## src/rtl/ddr_rd_seq_pkg.sv

```systemverilog
package ddr_rd_seq_pkg;

  localparam int PAIR_W = 3;

  typedef struct packed {
    logic load;
    logic advance;
    logic active;
  } seqCtl_t;

  function automatic logic [PAIR_W-1:0] pairsFor(input logic [1:0] sel);
    case (sel)
      2'b00:   return 3'd1;
      2'b01:   return 3'd2;
      default: return 3'd4;
    endcase
  endfunction

  function automatic logic [2:0] elemMask(input logic [1:0] sel);
    case (sel)
      2'b00:   return 3'd1;
      2'b01:   return 3'd3;
      default: return 3'd7;
    endcase
  endfunction

endpackage

```

## src/rtl/ddr_rd_seq_ctrl.sv

```systemverilog
module ddr_rd_seq_ctrl
  import ddr_rd_seq_pkg::*;
#(
  parameter int COL_W = 8
) (
  input  logic             clk,
  input  logic             rstN,
  input  logic             casSel,
  input  logic [1:0]       burstSel,
  input  logic             cmdRead,
  input  logic             cmdTerm,
  input  logic             cmdPre,
  input  logic [COL_W-1:0] cmdCol,
  input  logic             cmdAutoPre,
  output seqCtl_t          ctl,
  output logic [COL_W-1:0] tapCol,
  output logic             dqsOe,
  output logic             dqsRise,
  output logic             dqsFall,
  output logic             rowPrecharge
);

  localparam int CAS_MIN = 2;
  localparam int CAS_MAX = 3;
  localparam int PIPE_D  = CAS_MAX - 1;

  // command delay line: stage i is visible i+1 cycles after issue
  logic [PIPE_D-1:0] pRead, pStop, pAuto;
  logic [COL_W-1:0]  pCol [PIPE_D];

  logic              tapRead, tapStop, tapAuto;
  logic              active, autoFlag, preamble;
  logic [PAIR_W-1:0] pairsLeft;

  always_ff @(posedge clk or negedge rstN) begin
    if (!rstN) begin
      pRead <= '0;
      pStop <= '0;
      pAuto <= '0;
      for (int i = 0; i < PIPE_D; i++) pCol[i] <= '0;
    end else begin
      pRead[0] <= cmdRead;
      pStop[0] <= cmdTerm | cmdPre;
      pAuto[0] <= cmdAutoPre;
      pCol[0]  <= cmdCol;
      for (int i = 1; i < PIPE_D; i++) begin
        pRead[i] <= pRead[i-1];
        pStop[i] <= pStop[i-1];
        pAuto[i] <= pAuto[i-1];
        pCol[i]  <= pCol[i-1];
      end
    end
  end

  // stage (CL - CAS_MIN) holds the command whose data starts next cycle
  assign tapRead = pRead[casSel];
  assign tapStop = pStop[casSel];
  assign tapAuto = pAuto[casSel];
  assign tapCol  = pCol[casSel];

  always_ff @(posedge clk or negedge rstN) begin
    if (!rstN) begin
      active       <= 1'b0;
      pairsLeft    <= '0;
      autoFlag     <= 1'b0;
      rowPrecharge <= 1'b0;
    end else if (tapRead) begin
      active       <= 1'b1;
      pairsLeft    <= pairsFor(burstSel);
      autoFlag     <= tapAuto;
      rowPrecharge <= 1'b0;
    end else if (tapStop) begin
      active       <= 1'b0;
      autoFlag     <= 1'b0;
      rowPrecharge <= 1'b0;
    end else if (active) begin
      pairsLeft <= pairsLeft - 1'b1;
      if (pairsLeft == 1) begin
        active       <= 1'b0;
        rowPrecharge <= autoFlag;
      end else begin
        rowPrecharge <= 1'b0;
      end
    end else begin
      rowPrecharge <= 1'b0;
    end
  end

  assign preamble    = tapRead & ~active;
  assign ctl.load    = tapRead;
  assign ctl.advance = active & ~tapRead & ~tapStop;
  assign ctl.active  = active;

  assign dqsOe   = active | preamble;
  assign dqsRise = active;
  assign dqsFall = 1'b0;

  AST_CMD_ONEHOT: assert property (@(posedge clk) disable iff (!rstN)
    $onehot0({cmdRead, cmdTerm, cmdPre}));
  AST_CAS2_LATENCY: assert property (@(posedge clk) disable iff (!rstN)
    (cmdRead && !casSel) |-> ##2 active);
  AST_CAS3_LATENCY: assert property (@(posedge clk) disable iff (!rstN)
    (cmdRead && casSel) |-> ##3 active);
  AST_PREAMBLE_LEADS: assert property (@(posedge clk) disable iff (!rstN)
    preamble |=> (active && dqsRise));
  AST_STOP_IDLES: assert property (@(posedge clk) disable iff (!rstN)
    tapStop |=> !active);
  AST_BURST_ENDS: assert property (@(posedge clk) disable iff (!rstN)
    (active && pairsLeft == 1 && !tapRead && !tapStop) |=> !active);
  AST_ROWPRE_PULSE: assert property (@(posedge clk) disable iff (!rstN)
    rowPrecharge |=> !rowPrecharge);

endmodule

```

## src/rtl/ddr_rd_seq_dp.sv

```systemverilog
module ddr_rd_seq_dp
  import ddr_rd_seq_pkg::*;
#(
  parameter int COL_W = 8,
  localparam int DW   = 2 * COL_W
) (
  input  logic             clk,
  input  logic             rstN,
  input  seqCtl_t          ctl,
  input  logic [COL_W-1:0] tapCol,
  input  logic [1:0]       burstSel,
  output logic [DW-1:0]    dataRise,
  output logic [DW-1:0]    dataFall,
  output logic             oeRise,
  output logic             oeFall
);

  logic [COL_W-1:0] startCol;
  logic [2:0]       offset;
  logic [COL_W-1:0] maskExt, sumRise, sumFall, colRise, colFall;

  always_ff @(posedge clk or negedge rstN) begin
    if (!rstN) begin
      startCol <= '0;
      offset   <= '0;
    end else if (ctl.load) begin
      startCol <= tapCol;
      offset   <= '0;
    end else if (ctl.advance) begin
      offset <= offset + 3'd2;
    end
  end

  assign maskExt = {{(COL_W-3){1'b0}}, elemMask(burstSel)};
  assign sumRise = startCol + {{(COL_W-3){1'b0}}, offset};
  assign sumFall = sumRise + 1'b1;
  assign colRise = (startCol & ~maskExt) | (sumRise & maskExt);
  assign colFall = (startCol & ~maskExt) | (sumFall & maskExt);

  // behavioural array: word at column a is {~a, a}
  assign dataRise = ctl.active ? {~colRise, colRise} : '0;
  assign dataFall = ctl.active ? {~colFall, colFall} : '0;
  assign oeRise   = ctl.active;
  assign oeFall   = ctl.active;

endmodule

```

## src/rtl/ddr_rd_burst_seq.sv

```systemverilog
module ddr_rd_burst_seq
  import ddr_rd_seq_pkg::*;
#(
  parameter int COL_W = 8,
  localparam int DW   = 2 * COL_W
) (
  input  logic             clk,
  input  logic             rstN,
  input  logic             casSel,
  input  logic [1:0]       burstSel,
  input  logic             cmdRead,
  input  logic             cmdTerm,
  input  logic             cmdPre,
  input  logic [COL_W-1:0] cmdCol,
  input  logic             cmdAutoPre,
  output logic [DW-1:0]    dataRise,
  output logic [DW-1:0]    dataFall,
  output logic             oeRise,
  output logic             oeFall,
  output logic             dqsOe,
  output logic             dqsRise,
  output logic             dqsFall,
  output logic             rowPrecharge
);

  seqCtl_t          ctl;
  logic [COL_W-1:0] tapCol;

  ddr_rd_seq_ctrl #(.COL_W(COL_W)) u_ctrl (
    .clk(clk), .rstN(rstN), .casSel(casSel), .burstSel(burstSel),
    .cmdRead(cmdRead), .cmdTerm(cmdTerm), .cmdPre(cmdPre),
    .cmdCol(cmdCol), .cmdAutoPre(cmdAutoPre),
    .ctl(ctl), .tapCol(tapCol),
    .dqsOe(dqsOe), .dqsRise(dqsRise), .dqsFall(dqsFall),
    .rowPrecharge(rowPrecharge)
  );

  ddr_rd_seq_dp #(.COL_W(COL_W)) u_dp (
    .clk(clk), .rstN(rstN), .ctl(ctl), .tapCol(tapCol),
    .burstSel(burstSel),
    .dataRise(dataRise), .dataFall(dataFall),
    .oeRise(oeRise), .oeFall(oeFall)
  );

  AST_DATA_HAS_STROBE: assert property (@(posedge clk) disable iff (!rstN)
    oeRise |-> (dqsOe && dqsRise && !dqsFall));
  AST_IDLE_QUIET: assert property (@(posedge clk) disable iff (!rstN)
    !oeFall |-> (dataFall == '0));

endmodule

```

## config.mk

```make
export PLATFORM = sky130hd
export DESIGN_NAME = ddr_rd_burst_seq
export DESIGN_NICKNAME = d
export VERILOG_FILES = /design/src/rtl/ddr_rd_seq_pkg.sv /design/src/rtl/ddr_rd_seq_ctrl.sv /design/src/rtl/ddr_rd_seq_dp.sv /design/src/rtl/ddr_rd_burst_seq.sv
export SDC_FILE = /design/constraint.sdc
export NUM_CORES = 1
export LEC_CHECK = 0
export BUFFER_PORTS_ARGS = -buffer_cell sky130_fd_sc_hd__buf_2
export CAP_MARGIN = 20
export CELL_PAD_IN_SITES_DETAIL_PLACEMENT = 2
export CELL_PAD_IN_SITES_GLOBAL_PLACEMENT = 2
export CORE_AREA = 2 2 78 80
export DETAILED_ROUTE_END_ITERATION = 8
export DIE_AREA = 0 0 80 82
export PLACE_DENSITY = 0.85
export SLEW_MARGIN = 0
export SYNTH_ARGS = -nofsm -noshare
export SYNTH_HDL_FRONTEND = slang
export SYNTH_HIERARCHICAL = 1
export SYNTH_SLANG_ARGS = --single-unit
```

## constraint.sdc

```tcl
create_clock -name clk -period 1.9 [get_ports clk]
set_input_delay 0.38 -clock clk [delete_from_list [all_inputs] [get_ports clk]]
set_output_delay 0.38 -clock clk [all_outputs]
set_load 0.005 [all_outputs]
```

==> results of run 1 <==
how the worst max path moves through the flow:
stage	startpoint	to	depth (start not counted)
after floorplan	u_dp/offset[1]	dataFall[10]	5
after global routing	u_dp/startCol[1]	dataFall[2]	6
after detailed placement	u_dp/offset[1]	dataFall[10]	6
after global placement	u_dp/offset[1]	dataFall[2]	6
after CTS	u_dp/startCol[1]	dataFall[10]	6
final	u_dp/startCol[1]	dataFall[10]	6
area by class of cell:
cell class,instances,area share (%)
repair buffers,65,16.3
clock inverters,1,0.223
clock buffers,7,3.85
well taps,75,4.18
inverters,5,0.892
multi-input cells,85,32.2
flip-flops and latches,38,42.4
logic make-up (layout without fill, tap and decap cells):
| kind of cell | Yosys count | count (layout) | synth area share [%] |
|---|---|---|---|
| simple gates | 42 | 42 | 11.9 |
| flops | 38 | 38 | 54.6 |
| mux | 25 | 25 | 16.3 |
| buf+inv | 25 | 78 | 9.19 |
| compound gates | 10 | 10 | 3.45 |
| fa+ha+maj | 4 | 4 | 2.87 |
| xor+xnor | 3 | 3 | 1.51 |
| other cells | 1 | 1 | 0.215 |
synthesized netlist by cell type:
| library cell | n |
|---|---|
| sky130_fd_sc_hd__nand3b_1 | 1 |
| sky130_fd_sc_hd__a21oi_1 | 2 |
| sky130_fd_sc_hd__dfrtp_1 | 38 |
| sky130_fd_sc_hd__ha_1 | 4 |
| sky130_fd_sc_hd__xor2_1 | 1 |
| sky130_fd_sc_hd__xnor2_1 | 2 |
| sky130_fd_sc_hd__inv_2 | 1 |
| sky130_fd_sc_hd__conb_1 | 1 |
| sky130_fd_sc_hd__o21ai_1 | 1 |
| sky130_fd_sc_hd__mux2i_1 | 7 |
| sky130_fd_sc_hd__and2_1 | 8 |
| sky130_fd_sc_hd__nor2_1 | 13 |
| sky130_fd_sc_hd__o211ai_1 | 1 |
| sky130_fd_sc_hd__clkinv_1 | 1 |
| sky130_fd_sc_hd__or4_1 | 1 |
| sky130_fd_sc_hd__or2_2 | 1 |
| sky130_fd_sc_hd__nand3_1 | 2 |
| sky130_fd_sc_hd__mux2i_4 | 1 |
| sky130_fd_sc_hd__buf_2 | 2 |
| sky130_fd_sc_hd__clkbuf_1 | 1 |
| sky130_fd_sc_hd__inv_1 | 3 |
| sky130_fd_sc_hd__buf_4 | 17 |
| sky130_fd_sc_hd__nor2b_1 | 1 |
| sky130_fd_sc_hd__a211oi_1 | 1 |
| sky130_fd_sc_hd__mux2_2 | 17 |
| sky130_fd_sc_hd__and3_1 | 1 |
| sky130_fd_sc_hd__a311o_1 | 1 |
| sky130_fd_sc_hd__nand2b_1 | 3 |
| sky130_fd_sc_hd__o21ai_0 | 4 |
| sky130_fd_sc_hd__or3_1 | 1 |
| sky130_fd_sc_hd__nor3_1 | 2 |
| sky130_fd_sc_hd__nand2_1 | 8 |
routing by layer:
| metal | global-route usage (%) | wire, um | up-vias |
|---|---|---|---|
| met5 | 0 | 0 | - |
| met4 | 5.93 | 71 | 0 |
| met3 | 2.53 | 134 | 7 |
| met2 | 25.8 | 2440 | 30 |
| met1 | 16.8 | 1770 | 631 |
| li1 | - | - | 575 |
where the power goes:
group	internal, mW	switching [mW]	total, mW
Sequential	0.873	0.0576	0.931
Combinational	0.255	0.229	0.484
Clock	0.293	0.269	0.561
Total	1.42	0.555	1.98
repair_timing:
action                                  4_1_cts  5_1_grt
buffers inserted                              2        3
gates resized for setup                      10        8
pin swaps                                     7        3
hold buffers                                  0        0
endpoints found under the setup margin       19        8
gates cloned                                  0        0
worst max-delay path: stages, from the launching register on:
cell	delay (ns)
sky130_fd_sc_hd__dfrtp_1	0.42
sky130_fd_sc_hd__ha_4	0.27
sky130_fd_sc_hd__ha_4	0.15
sky130_fd_sc_hd__nand2b_4	0.13
sky130_fd_sc_hd__mux2i_4	0.17
sky130_fd_sc_hd__mux2i_1	0.21
sky130_fd_sc_hd__buf_2	0.13
flip-flops by register name (all words and copies together) (netlist names):
register             count
u_ctrl/autoFlag          1
u_ctrl/dqsRise           1
u_ctrl/pAuto             2
u_ctrl/pCol             16
u_ctrl/pRead             2
u_ctrl/pStop             2
u_ctrl/pairsLeft         3
u_ctrl/rowPrecharge      1
u_dp/offset              2
u_dp/startCol            8
metrics by stage:
stage / area [um2] / TNS [ns]
floorplan: 1740 / 0
global route: 2240 / -1.50
global placement: 2020 / -0.0786
finish: 2240 / -0.936
detailed placement: 2020 / -0.258
CTS: 2190 / -1.00
==> impl_summary.md, run 1 <==
Outcome
The run finished, with violations left. The checks that failed: setup timing.

Cells and area
The multi-input combinational cells in the finished layout cover a total of 722 um2. Leaving out fill and tap cells, the most frequent cell in the layout is sky130_fd_sc_hd__buf_2. The number of cells in the finished layout apart from fillers is 276. 0 antenna diodes ended up in the layout. The number of nets in the finished design is 221. In the layout the commonest cells are 52 x sky130_fd_sc_hd__buf_2, 37 x sky130_fd_sc_hd__dfrtp_1, 17 x sky130_fd_sc_hd__mux2_2.

The fraction of final layout cells sized beyond drive strength 1 is 51.2%. The growth of design area from synthesis to finish is 28.8%. The final core utilization is 39.1%.

The register cell area after layout is 952 um2. The number of fill cells is 620.

Floorplanning
After floorplanning, the core was sized to cover 5750 um2. The die height is 82 um. The floorplan row count is 28. 55 I/O pins were placed. The starting utilization of the core area is 30.3%. The floorplan die width is 80 um.

The die covers 6560 um2.

Detailed routing
The final wirelength is 4420 um. After detailed routing, the average wire length per cell comes to 16.0 um. The remaining number of nets flagged by the antenna check after routing is 0. In this run, the number of DRC markers left after iteration 0 of detailed routing was 20.

For this run, the detailed router's first-pass iteration total came to 2. The routed layout has 1243 vias. The vias per cell is 4.50. The count of unresolved DRC violations after routing is 0.

Place
The count of buffers added on input and output ports is 53. The half-perimeter wire length after placement is 3260 um. The final weighted congestion in routability-driven placement is 0.730.

The worst-case setup slack after placement is -0.142 ns. The cell count after placement is 264.

Setup path
The path depth of the worst reg2reg path is 6. In this run the register-to-register setup slack is 0.46 ns. The required time of the critical path is 1.52 ns. Of all nets on the critical path, the largest fanout is 2.

The category of the worst setup path capture point is an output port. The startpoint identified for the worst register-to-register timing path is u_ctrl/dqsRise. The setup path with the least slack is of type register to output port. The endpoint arrival time on the critical path is 1.77 ns. The capture point of the worst reg-to-reg path is u_dp/offset[2]. The startpoint type of the worst setup path is a register.

Yosys
The area of the mapped netlist is 1740 um2. The mean instance size in the synthesized netlist is 11.8 um2. Counting flops and latches in the post-synthesis netlist gives 38.

The number of standard cells after synthesis is 148. sky130_fd_sc_hd__dfrtp_1 takes more of the synthesized area than any other cell. Summing the sequential cell areas from Yosys gives 54.6% of the chip area.

Ranked by total cell area, the synthesized netlist is headed by sky130_fd_sc_hd__dfrtp_1 55%, sky130_fd_sc_hd__mux2_2 11%, sky130_fd_sc_hd__buf_4 7.3%. Yosys mapped the design onto 32 distinct sky130hd cell types. The portion of synthesized cell area occupied by the leading cell type is 54.6%.

The number of warnings printed during yosys synthesis is 6. Synthesis produced a netlist with a net count of 169.

GRT
The total routing usage reported by global routing is 14.3%. The via count of the first global-routing pass is 1396. The first global-routing pass estimated 6960 um of wire.

The maximum number of pins on one net before global-route repair is 39. After global routing the overflow that remains totals 0. The number of antenna violations at the first check in global routing is 0.

Job
The tool flagged a number of max-cap violations equal to 0.

Clock tree
The number of clock buffers added by TritonCTS is 5. The clock latency at the later pin of the worst-skew pair is 0.28 ns. The post-CTS clock slew at the launch and capture registers of the worst setup and hold paths is 0.07 ns.

No sink is reached through more buffers than the 2 on the longest clock path. Counting every sink on the clock net gives 38. The cell at the root of the clock tree is sky130_fd_sc_hd__clkbuf_8. The CTS tree is yes.

The H-tree generated during clock tree synthesis spans 2 levels.

STA
Setup repair after global routing could not meet its margin everywhere. Setup slack on the critical path of the routed design comes to -0.246 ns. The final number of max-transition violations is 0. Setup violations remaining at the end of the flow were counted as 8. For the final database, setup skew stands at 0.00265 ns. The worst hold margin is 0.135 ns. After layout, the minimum clock period comes to 2.15 ns. The maximum operating frequency is 0.466 GHz. The final critical-path share of the clock period is 113%.

The hold violation count in the final report is 0.

Power
Power comes to 1.98 mW. For this design the static power due to leakage is 1.06 nW. The total power divided by cell area is 880 nW/um2. The peak supply drop is 0.000325 V.

Worst hold path
The class of the tightest hold or removal check is input pin to async pin.
Note: power is estimated with default switching activity, not from simulation.
==> inputs of run 2 (changes only) <==
--- a/config.mk
+++ b/config.mk
@@ -10,6 +10,7 @@
 export CELL_PAD_IN_SITES_DETAIL_PLACEMENT = 2
 export CELL_PAD_IN_SITES_GLOBAL_PLACEMENT = 2
 export CORE_AREA = 2 2 78 80
+export CTS_BUF_LIST = sky130_fd_sc_hd__clkbuf_8 sky130_fd_sc_hd__clkbuf_16
 export DETAILED_ROUTE_END_ITERATION = 8
 export DIE_AREA = 0 0 80 82
 export PLACE_DENSITY = 0.85
==> impl_summary.md, run 2 (synthesis results as in run 1) <==
Clock tree
The number of levels in the clock H-tree is 2. The cell at the root of the clock tree is sky130_fd_sc_hd__clkbuf_8. The post-CTS clock slew at the launch and capture registers of the worst setup and hold paths is 0.07 ns. In this run, CTS created clock tree buffers numbering 5. The sink count of the clock tree is 38. After clock tree synthesis, the flow added hold-fix buffers numbering 0. The CTS tree is yes.

No sink is reached through more buffers than the 2 on the longest clock path. The clock latency at the later pin of the worst-skew pair is 0.28 ns.

Floorplanning
The die is 80 um wide. The starting utilization of the core area is 30.3%. The I/O pin total is 55. The die covers 6560 um2. The die height is 82 um. The total area inside the core boundary comes to 5750 um2. Row generation in the floorplan step produced 28 rows.

STA
The final number of max-transition violations was 0. The final setup skew is 0.00263 ns. Dividing the final minimum period by the clock period gives 113%. For this run, the top clock speed supported by timing is 0.466 GHz. The shortest clock period the worst path allows after layout is 2.15 ns.

The worst setup margin is -0.246 ns. Setup violations remaining at the end of the flow were counted as 8. The hold violation count in the final report is 0. Setup repair after global routing could not meet its margin everywhere.

Setup path
The endpoint identified for the worst register-to-register timing path is u_dp/offset[2]. The worst register-to-register path begins at u_ctrl/dqsRise. In this run the register-to-register setup slack is 0.46 ns. The worst setup path is captured at an output port. The maximum fanout along the worst path is 2. For the worst setup path, the data arrival time is 1.77 ns. STA classifies the critical path startpoint as a register. The worst setup path is of the register to output port kind. Measured in cells, the most critical reg-to-reg path has a length of 6. The required time of the critical path is 1.52 ns.

Cells and area
The largest registers in the layout are u_ctrl/pCol: 16 flops, u_dp/startCol: 8 flops, u_ctrl/pairsLeft: 3 flops. The final core utilization is 39.1%. The number of antenna repair diodes is 0. Of the cells placed in the final design, the portion with a size suffix greater than 1 is 51.2%.

Leaving out fill and tap cells, the most frequent cell in the layout is sky130_fd_sc_hd__buf_2. The top cell types in the final layout, fill and taps aside, are 52 x sky130_fd_sc_hd__buf_2, 37 x sky130_fd_sc_hd__dfrtp_1, 17 x sky130_fd_sc_hd__mux2_2. The register ranked first by flip-flop count is u_ctrl/pCol. The net count of the finished layout is 221. The register with the most flip-flops in the layout has 16 of them. Compared with the post-synthesis result, the final layout area differs by 28.8%.

Power
The peak supply drop is 0.000325 V. The leakage power total is 1.07 nW. The total power divided by cell area is 878 nW/um2.

Detailed routing
After detailed routing, the number of remaining DRC violations is 0. The remaining number of nets flagged by the antenna check after routing is 0. After detailed routing, the total wire length is 4420 um. Dividing the detail-routed via count by the number of cells gives 4.51. For this block, the initial DRC count from the detailed router was 20. The routed layout has 1244 vias. The first-pass iteration count of the detailed router is 2. The post-detailed-route wirelength per cell is 16.0 um.

GRT
The global-route congestion overflow total is 0. The number of antenna violations at the first check in global routing is 0. The via count of the first global-routing pass is 1394. The wire length of the first global-routing pass is 6950 um. Entering global routing, the biggest net connects 39 pins.

The total routing usage reported by global routing is 14.3%.

Outcome
The run finished, with violations left. The checks that failed: setup timing.

Place
During placement, the flow inserted port buffers numbering 53. The worst-case setup slack after placement is -0.142 ns. At the end of routability-driven placement, the weighted congestion stood at 0.730. The HPWL after detailed placement is 3260 um.

Worst hold path
The worst hold path belongs to the class input pin to async pin.

Job
The number of maximum-capacitance violations is 0.
==> run 2: cell types whose count changed in the layout (fill, tap and decap cells not counted) <==
cell                       delta
sky130_fd_sc_hd__clkbuf_1     -1
sky130_fd_sc_hd__inv_1        +1
==> run 2: worst max-delay path, cell delays in order, from the launching register on <==
cell,delay (ns)
sky130_fd_sc_hd__dfrtp_1,0.42
sky130_fd_sc_hd__ha_4,0.27
sky130_fd_sc_hd__ha_4,0.15
sky130_fd_sc_hd__nand2b_4,0.13
sky130_fd_sc_hd__mux2i_4,0.17
sky130_fd_sc_hd__mux2i_1,0.21
sky130_fd_sc_hd__buf_2,0.13
==> run 2: per-layer routing <==
layer / GRT usage (%) / share of wire, % / vias to the layer above
met5: 0 / 0 / -
met3: 2.53 / 3.0 / 7
met1: 16.7 / 40 / 632
met4: 5.93 / 1.6 / 0
met2: 25.8 / 55 / 30
li1: - / - / 575
==> run 2: cell type report <==
| cell class | count | area [um2] |
|---|---|---|
| clock buffers | 6 | 82.6 |
| well taps | 75 | 93.8 |
| fillers | 620 | 3500 |
| multi-input cells | 85 | 722 |
| flip-flops and latches | 38 | 952 |
| clock inverters | 2 | 8.76 |
| repair buffers | 65 | 365 |
| inverters | 5 | 20.0 |
==> run 2: what timing repair did <==
item / 4_1_cts / 5_1_grt
resized for setup: 10 / 8
buffers inserted: 2 / 3
endpoints found under the setup margin: 19 / 8
pin swaps: 7 / 3
hold endpoints to repair: 0 / 0
==> run 2: worst max path at each step <==
stage / startpoint / end / slack [ns] / cells past startpoint
after floorplan: u_dp/offset[1] / dataFall[10] / 0.06 / 5
after global placement: u_dp/offset[1] / dataFall[2] / -0.04 / 6
after detailed placement: u_dp/offset[1] / dataFall[10] / -0.14 / 6
after CTS: u_dp/startCol[1] / dataFall[10] / -0.26 / 6
after global routing: u_dp/startCol[1] / dataFall[2] / -0.32 / 6
final: u_dp/startCol[1] / dataFall[10] / -0.25 / 6
==> run 2: power by group <==
part / switching (mW) / internal [mW]
Clock: 0.269 / 0.287
Sequential: 0.0576 / 0.873
Combinational: 0.229 / 0.255
Total: 0.555 / 1.42
==> run 2: metrics by stage <==
step	power (mW)	instances	instance area, um2	hold slack (ns)	setup TNS (ns)
6_report	1.97	276	2240	0.135	-0.936
5_1_grt	2.09	276	2240	0.175	-1.50
4_1_cts	1.97	274	2190	0.144	-1.00
3_5_place_dp	1.36	264	2020	0.364	-0.258
3_3_place_gp	1.32	264	2020	0.358	-0.0786
2_1_floorplan	1.19	148	1740	0.0844	0
